[src/rtl/ccr_pkg.sv]
package ccr_pkg;

  localparam int unsigned DW  = 8;
  localparam int unsigned NW  = DW / 2;
  localparam int unsigned MSB = DW - 1;

  localparam logic [3:0] OP_ADD = 4'd0;
  localparam logic [3:0] OP_ADC = 4'd1;
  localparam logic [3:0] OP_SUB = 4'd2;
  localparam logic [3:0] OP_SBC = 4'd3;
  localparam logic [3:0] OP_ASL = 4'd4;
  localparam logic [3:0] OP_ASR = 4'd5;
  localparam logic [3:0] OP_LSR = 4'd6;
  localparam logic [3:0] OP_ROL = 4'd7;
  localparam logic [3:0] OP_ROR = 4'd8;
  localparam logic [3:0] OP_AND = 4'd9;
  localparam logic [3:0] OP_ORR = 4'd10;
  localparam logic [3:0] OP_XOR = 4'd11;
  localparam logic [3:0] OP_DAA = 4'd12;

  localparam logic [1:0] BR_GT = 2'd0;
  localparam logic [1:0] BR_GE = 2'd1;
  localparam logic [1:0] BR_LE = 2'd2;
  localparam logic [1:0] BR_LT = 2'd3;

  // outcome of one operation: value, new flags and which flags it writes
  typedef struct packed {
    logic [DW-1:0] res;
    logic          c;
    logic          h;
    logic          v;
    logic          wc;
    logic          wh;
    logic          wv;
    logic          hit;
  } flag_res_t;

  function automatic flag_res_t f_add(input logic [DW-1:0] a, input logic [DW-1:0] b,
                                      input logic cin);
    flag_res_t   r;
    logic [DW:0] full;
    logic [NW:0] low;
    full  = {1'b0, a} + {1'b0, b} + {{DW{1'b0}}, cin};
    low   = {1'b0, a[NW-1:0]} + {1'b0, b[NW-1:0]} + {{NW{1'b0}}, cin};
    r     = '0;
    r.res = full[DW-1:0];
    r.c   = full[DW];
    r.h   = low[NW];
    r.v   = (a[MSB] == b[MSB]) && (full[MSB] != a[MSB]);
    r.wc  = 1'b1;
    r.wh  = 1'b1;
    r.wv  = 1'b1;
    r.hit = 1'b1;
    return r;
  endfunction

  function automatic flag_res_t f_sub(input logic [DW-1:0] a, input logic [DW-1:0] b,
                                      input logic bin);
    flag_res_t   r;
    logic [DW:0] full;
    full  = {1'b0, a} - {1'b0, b} - {{DW{1'b0}}, bin};
    r     = '0;
    r.res = full[DW-1:0];
    r.c   = full[DW];
    r.v   = (a[MSB] != b[MSB]) && (full[MSB] != a[MSB]);
    r.wc  = 1'b1;
    r.wv  = 1'b1;
    r.hit = 1'b1;
    return r;
  endfunction

  // packed-BCD correction for an 8-bit accumulator
  function automatic flag_res_t f_daa(input logic [DW-1:0] a, input logic h, input logic c);
    flag_res_t     r;
    logic          hi_fix;
    logic          lo_fix;
    logic [DW-1:0] adj;
    hi_fix = c || (a > 8'h99);
    lo_fix = h || (a[NW-1:0] > 4'h9);
    adj    = {1'b0, hi_fix, hi_fix, 1'b0, 1'b0, lo_fix, lo_fix, 1'b0};
    r      = '0;
    r.res  = a + adj;
    r.c    = hi_fix;
    r.wc   = 1'b1;
    r.hit  = 1'b1;
    return r;
  endfunction

endpackage

[src/rtl/ccr_addsub.sv]
module ccr_addsub
  import ccr_pkg::*;
(
  input  logic [3:0]    op_i,
  input  logic [DW-1:0] a_i,
  input  logic [DW-1:0] b_i,
  input  logic          c_i,
  input  logic          h_i,
  output flag_res_t     out_o
);

  always_comb begin
    out_o = '0;
    case (op_i)
      OP_ADD:  out_o = f_add(a_i, b_i, 1'b0);
      OP_ADC:  out_o = f_add(a_i, b_i, c_i);
      OP_SUB:  out_o = f_sub(a_i, b_i, 1'b0);
      OP_SBC:  out_o = f_sub(a_i, b_i, c_i);
      OP_DAA:  out_o = f_daa(a_i, h_i, c_i);
      default: out_o = '0;
    endcase
  end

  // a plain subtract borrows exactly when b is the larger unsigned value
  always_comb begin
    if (op_i == OP_SUB) begin
      assert_sub_borrow_R3: assert (out_o.c == (a_i < b_i));
    end
  end

endmodule

[src/rtl/ccr_shift_logic.sv]
module ccr_shift_logic
  import ccr_pkg::*;
(
  input  logic [3:0]    op_i,
  input  logic [DW-1:0] a_i,
  input  logic [DW-1:0] b_i,
  input  logic          c_i,
  output flag_res_t     out_o
);

  logic [DW-1:0] sh_res;
  logic          sh_out;
  logic          is_sh;
  logic          is_lg;
  logic [DW-1:0] lg_res;

  always_comb begin
    sh_res = a_i;
    sh_out = 1'b0;
    is_sh  = 1'b1;
    case (op_i)
      OP_ASL: begin sh_res = {a_i[DW-2:0], 1'b0};  sh_out = a_i[MSB]; end
      OP_ASR: begin sh_res = {a_i[MSB], a_i[DW-1:1]}; sh_out = a_i[0]; end
      OP_LSR: begin sh_res = {1'b0, a_i[DW-1:1]};  sh_out = a_i[0]; end
      OP_ROL: begin sh_res = {a_i[DW-2:0], c_i};   sh_out = a_i[MSB]; end
      OP_ROR: begin sh_res = {c_i, a_i[DW-1:1]};   sh_out = a_i[0]; end
      default: is_sh = 1'b0;
    endcase
  end

  always_comb begin
    lg_res = '0;
    is_lg  = 1'b1;
    case (op_i)
      OP_AND:  lg_res = a_i & b_i;
      OP_ORR:  lg_res = a_i | b_i;
      OP_XOR:  lg_res = a_i ^ b_i;
      default: is_lg = 1'b0;
    endcase
  end

  always_comb begin
    out_o = '0;
    if (is_sh) begin
      out_o.res = sh_res;
      out_o.c   = sh_out;
      out_o.v   = sh_res[MSB] ^ sh_out;
      out_o.wc  = 1'b1;
      out_o.wv  = 1'b1;
      out_o.hit = 1'b1;
    end else if (is_lg) begin
      out_o.res = lg_res;
      out_o.wv  = 1'b1;
      out_o.hit = 1'b1;
    end
  end

endmodule

[src/rtl/ccr_branch_eval.sv]
module ccr_branch_eval
  import ccr_pkg::*;
(
  input  logic [1:0] sel_i,
  input  logic       n_i,
  input  logic       z_i,
  input  logic       v_i,
  output logic       taken_o
);

  logic lt_w;
  assign lt_w = n_i ^ v_i;

  always_comb begin
    case (sel_i)
      BR_GT:   taken_o = !(z_i || lt_w);
      BR_GE:   taken_o = !lt_w;
      BR_LE:   taken_o = z_i || lt_w;
      default: taken_o = lt_w;
    endcase
  end

endmodule

[src/rtl/ccr_flag_unit.sv]
module ccr_flag_unit
  import ccr_pkg::*;
(
  input  logic          clk_i,
  input  logic          rst_ni,
  input  logic          op_en_i,
  input  logic [3:0]    op_code_i,
  input  logic [DW-1:0] opnd_a_i,
  input  logic [DW-1:0] opnd_b_i,
  input  logic          imask_set_i,
  input  logic          imask_clr_i,
  input  logic [1:0]    br_sel_i,
  output logic [DW-1:0] result_o,
  output logic [7:0]    ccr_o,
  output logic          br_taken_o
);

  logic [DW-1:0] res_q;
  logic          v_q, h_q, i_q, n_q, z_q, c_q;

  flag_res_t arith_w;
  flag_res_t shlg_w;
  flag_res_t alu_w;
  logic      upd_w;
  logic      is_shift_w;
  logic      is_logic_w;

  ccr_addsub u_addsub (
    .op_i  (op_code_i),
    .a_i   (opnd_a_i),
    .b_i   (opnd_b_i),
    .c_i   (c_q),
    .h_i   (h_q),
    .out_o (arith_w)
  );

  ccr_shift_logic u_shlg (
    .op_i  (op_code_i),
    .a_i   (opnd_a_i),
    .b_i   (opnd_b_i),
    .c_i   (c_q),
    .out_o (shlg_w)
  );

  ccr_branch_eval u_br (
    .sel_i   (br_sel_i),
    .n_i     (n_q),
    .z_i     (z_q),
    .v_i     (v_q),
    .taken_o (br_taken_o)
  );

  assign alu_w      = arith_w.hit ? arith_w : shlg_w;
  assign upd_w      = op_en_i && alu_w.hit;
  assign is_shift_w = upd_w && (op_code_i >= OP_ASL) && (op_code_i <= OP_ROR);
  assign is_logic_w = upd_w && (op_code_i >= OP_AND) && (op_code_i <= OP_XOR);

  always_ff @(posedge clk_i or negedge rst_ni) begin
    if (!rst_ni) begin
      res_q <= '0;
      v_q   <= 1'b0;
      h_q   <= 1'b0;
      i_q   <= 1'b1;
      n_q   <= 1'b0;
      z_q   <= 1'b1;
      c_q   <= 1'b0;
    end else begin
      if (upd_w) begin
        res_q <= alu_w.res;
        n_q   <= alu_w.res[MSB];
        z_q   <= (alu_w.res == '0);
        if (alu_w.wc) c_q <= alu_w.c;
        if (alu_w.wh) h_q <= alu_w.h;
        if (alu_w.wv) v_q <= alu_w.v;
      end
      if (imask_set_i)      i_q <= 1'b1;
      else if (imask_clr_i) i_q <= 1'b0;
    end
  end

  assign result_o = res_q;
  assign ccr_o    = {v_q, 2'b11, h_q, i_q, n_q, z_q, c_q};

  assert_zero_tracks_R4: assert property (@(posedge clk_i) disable iff (!rst_ni)
    z_q == (res_q == '0));

  assert_neg_tracks_R4: assert property (@(posedge clk_i) disable iff (!rst_ni)
    n_q == res_q[MSB]);

  assert_add_sum_R2: assert property (@(posedge clk_i) disable iff (!rst_ni)
    (upd_w && op_code_i == OP_ADD) |=>
      ({c_q, res_q} == $past({1'b0, opnd_a_i} + {1'b0, opnd_b_i})));

  assert_shift_v_R5: assert property (@(posedge clk_i) disable iff (!rst_ni)
    is_shift_w |=> (v_q == (n_q ^ c_q)));

  assert_logic_keeps_R6: assert property (@(posedge clk_i) disable iff (!rst_ni)
    is_logic_w |=> (!v_q && $stable(c_q) && $stable(h_q)));

  assert_mask_set_R8: assert property (@(posedge clk_i) disable iff (!rst_ni)
    imask_set_i |=> i_q);

  assert_hold_R10: assert property (@(posedge clk_i) disable iff (!rst_ni)
    !upd_w |=> ($stable(res_q) && $stable(v_q) && $stable(h_q) && $stable(c_q)));

endmodule

[config.mk]
export PLATFORM = sky130hd
export DESIGN_NAME = ccr_flag_unit
export DESIGN_NICKNAME = d
export VERILOG_FILES = /design/src/rtl/ccr_pkg.sv /design/src/rtl/ccr_addsub.sv /design/src/rtl/ccr_shift_logic.sv /design/src/rtl/ccr_branch_eval.sv /design/src/rtl/ccr_flag_unit.sv
export SDC_FILE = /design/constraint.sdc
export NUM_CORES = 1
export LEC_CHECK = 0
export ABC_AREA = 1
export BUFFER_PORTS_ARGS = -buffer_cell sky130_fd_sc_hd__buf_2
export CAP_MARGIN = 10
export CORE_ASPECT_RATIO = 1.25
export CORE_MARGIN = 3
export CORE_UTILIZATION = 25
export DETAILED_ROUTE_END_ITERATION = 6
export GPL_ROUTABILITY_DRIVEN = 0
export PLACE_DENSITY_LB_ADDON = 0.12
export RECOVER_POWER = 100
export SYNTH_ARGS = -nofsm -noshare
export SYNTH_HDL_FRONTEND = slang
export SYNTH_SLANG_ARGS = --single-unit
[constraint.sdc]
create_clock -name clk_i -period 2.82 [get_ports clk_i]
set_clock_uncertainty 0.15 [all_clocks]
set_input_delay 0 -clock clk_i [delete_from_list [all_inputs] [get_ports clk_i]]
set_output_delay 0 -clock clk_i [all_outputs]
set_load 0.02 [all_outputs]
==> impl_metrics.py <==
metrics = {
    "critical_path": {
        "timing.critical_path.arrival_ps": 2680,
        "timing.critical_path.fanout_max": 4,
        "worstSetupPathType": "reg -> reg",
        "cp_data_required_time_ps": 2860,
        "rrSetupSlack_ps": 170,
        "cp-start-kind": "flip-flop",
        "setup.worst_path.end_class": "flip-flop",
        "regToRegStartpoint": "h_q",
        "critical_path.reg2reg.endpoint": "z_q",
        "worst_r2r_path_depth": 12,
    },
    "global_routing": {
        "via_count_of_the_first_global_routing_pass": 3335,
        "groute.usage.overall_pct": 16.7,
        "grt_start_max_net_pins": 14,
        "antenna_found_initial": 0,
        "grt-ovfl-total": 0,
        "first_pass_grt_wire_length_mm": 17.0,
    },
    "final_layout": {
        "finalInstanceArea_sq_mm": 0.00338,
        "drive_above_1_share_pct": 10.2,
        "diodes": 0,
        "finish.utilization_pct": 29.9,
        "num-nets-final": 630,
        "layout-area-overhead-vs-synth_pct": 14.3,
        "num-fill-cells": 1340,
    },
    "die": {
        "die-area_sq_mm": 0.0132,
        "floorplan.initialDensity_pct": 26.1,
        "ios": 44,
        "placement_rows": 43,
        "dieHeight_um": 128,
        "die_width_um": 103,
        "core_area_sq_mm": 0.0113,
    },
    "clock_network": {
        "cts.clk_slew.worst_paths_ps": 40,
        "ctsLongestPathBuffers": 2,
        "htreeDepth": 1,
        "clockRootBuffer": "clkbuf_16",
        "insertion_delay_ps": 240,
        "cts-buffers-inserted": 3,
        "cts_tree": "built",
        "clock_sink_count": 13,
    },
    "placed_design": {
        "placed_inst_area_sq_mm": 0.00328,
        "detailed_place_hpwl_mm": 9.31,
        "preCtsSetupSlack_ps": 166,
        "place.port_buffers": 41,
    },
    "hold_path": {
        "hold_start": "op_code_i[1]",
        "hold-path-cell-count": 4,
        "hold_path_end": "h_q",
        "worst_hold_class": "in -> reg",
    },
    "detailed_routing": {
        "antenna_violating_nets_post_route": 0,
        "finalWirelength_mm": 11.1,
        "drc": 0,
        "wl_per_cell_um": 15.8,
        "drt-initial-drc-count": 231,
        "total_vias_in_the_final_route": 3482,
        "viasPerCell": 4.96,
        "first_pass_iters": 4,
    },
    "sta": {
        "fin_ws_ps": 174,
        "fin_worst_hold_slack_ps": 90.9,
        "fmaxAchievable_mhz": 378,
        "finalHoldViolCount": 0,
        "timing_worst_slew_pin_value_ps": 704,
        "final_period_minus_worst_setup_slack_ps": 2650,
        "slew_headroom_pct": 53.1,
        "final-max-slew-violation-count": 0,
        "setup_repair_after_global_routing_missed_its_margin": "false",
        "ratio_of_final_minimum_period_to_clock_period_pct": 93.8,
        "setup_tns_ps": 0,
        "finalSetupViolations": 0,
    },
    "power": {
        "leakagePower_nw": 1.82,
        "irDropWorstVdd_uv": 164,
        "power_per_cell_area_mw_per_mm2": 350,
    },
    "logic_synthesis": {
        "post_synth.cell_area_avg_sq_um": 5.64,
        "post-synth-top-area-fraction_pct": 20.1,
        "synth.ff_latch_count": 13,
        "mapped_area_sq_mm": 0.00295,
        "synth_top_cells_by_area": "nand2_1 20%, ha_1 14%, nand3_1 11%",
        "number_of_enable_flip_flop_cells_after_synthesis": 0,
        "synthMostInstantiatedCell": "nand2_1",
        "yosys_warning_count": 0,
        "synth-async-reset-ratio_pct": 100,
        "synth_cells": 524,
        "synth_cell_types": 35,
        "synth_flop_cell": "dfrtp_1",
        "post_synthesis_sequential_area_ratio_pct": 11.1,
        "synth_top_cells_by_count": "158 x nand2_1, 72 x inv_1, 66 x nor2_1, 63 x nand3_1, 32 x ha_1",
        "yosysTopAreaCell": "nand2_1",
    },
    "run_status": {
        "status": "finished clean",
    },
    "run": {
        "max-cap-violations": 0,
    },
}
-- critical path, cell delays in order (launching register included) --
cell and delay [ps]:
dfrtp_1 410, or2_2 350, ha_1 220, fa_1 410, nand2_2 120, o21ai_0 110
a21oi_1 180, a21oi_1 110, nor3_1 150, nand3_1 120, nor2_2 120, nand3_1 80
nand2_1 70
-- final cells by class --
cell class / instances / area (sq um) / area share [%]
clock buffer: 4 / 78.8 / 2.33
inverter: 76 / 285 / 8.45
multi-input combinational: 422 / 2240 / 66.4
sequential: 13 / 328 / 9.71
tap: 135 / 169 / 5.00
timing repair buffer: 52 / 273 / 8.08
-- registers in the layout, indices dropped and copies added (netlist names) --
signal and count:
c_q 1, h_q 1, i_q 1, result_o 8, v_q 1, z_q 1
-- cell families (layout without fill, tap and decap cells) --
group | Yosys count | count (layout) | share of synthesized area, %
other | 1 | 2 | 0.127
buffers and inverters | 90 | 132 | 13.3
AOI/OAI and AO/OA | 67 | 67 | 13.4
adders and majority gates | 35 | 35 | 15.6
DFF | 13 | 13 | 11.1
and+or+nand+nor | 317 | 317 | 46.1
xor gates and xnor gates | 1 | 1 | 0.297
-- through the flow --
step	cells	total power, mW
6_report	702	1.18
5_1_grt	702	1.29
4_1_cts	702	1.19
3_5_place_dp	694	0.917
3_3_place_gp	694	0.917
2_1_floorplan	525	0.728
-- report_power, final --
| group | switching [mW] | internal [mW] |
|---|---|---|
| Combinational | 0.463 | 0.210 |
| Sequential | 0.0239 | 0.219 |
| Clock | 0.0750 | 0.190 |
-- worst max-delay path by stage --
stage / from / endpoint / cells after the start
floorplan: h_q / result_o[7] / 11
global placement: opnd_a_i[3] / result_o[7] / 14
detailed placement: h_q / result_o[7] / 11
CTS: h_q / result_o[7] / 11
global route: h_q / z_q / 12
finish: h_q / z_q / 12
-- routing by layer --
layer | routed length, um | global-route usage, % | share of wire [%] | up-vias
li1 | - | - | - | 1765
met1 | 4760 | 20.1 | 43 | 1584
met5 | 0 | 0 | 0 | -
met2 | 5480 | 29.9 | 50 | 108
met4 | 408 | 6.78 | 3.7 | 0
met3 | 414 | 1.31 | 3.7 | 25
-- repair_timing --
item	in CTS	in global routing
setup endpoints to repair	0	3
endpoints found under the hold margin	15	0
gates resized for setup	0	4
hold buffers	4	0
setup buffers	0	0
-- placed cells by master, fill, tap and decap left out, types with 3 or more instances in the layout --
master	instances
fa_1	3
clkbuf_1	19
clkbuf_16	3
nor2_1	64
nand3_1	63
nand4_1	8
nor2_2	7
buf_4	6
dlygate4sd3_1	4
nand2_1	157
dfrtp_1	11
o21ai_0	20
inv_2	3
nor2_4	3
o221ai_1	4
o22ai_1	10
nor3_1	3
a21oi_1	22
inv_1	72
or2_2	3
nand2_2	5
buf_2	24
ha_1	32
No activity file was read; power rests on OpenSTA's default activity.
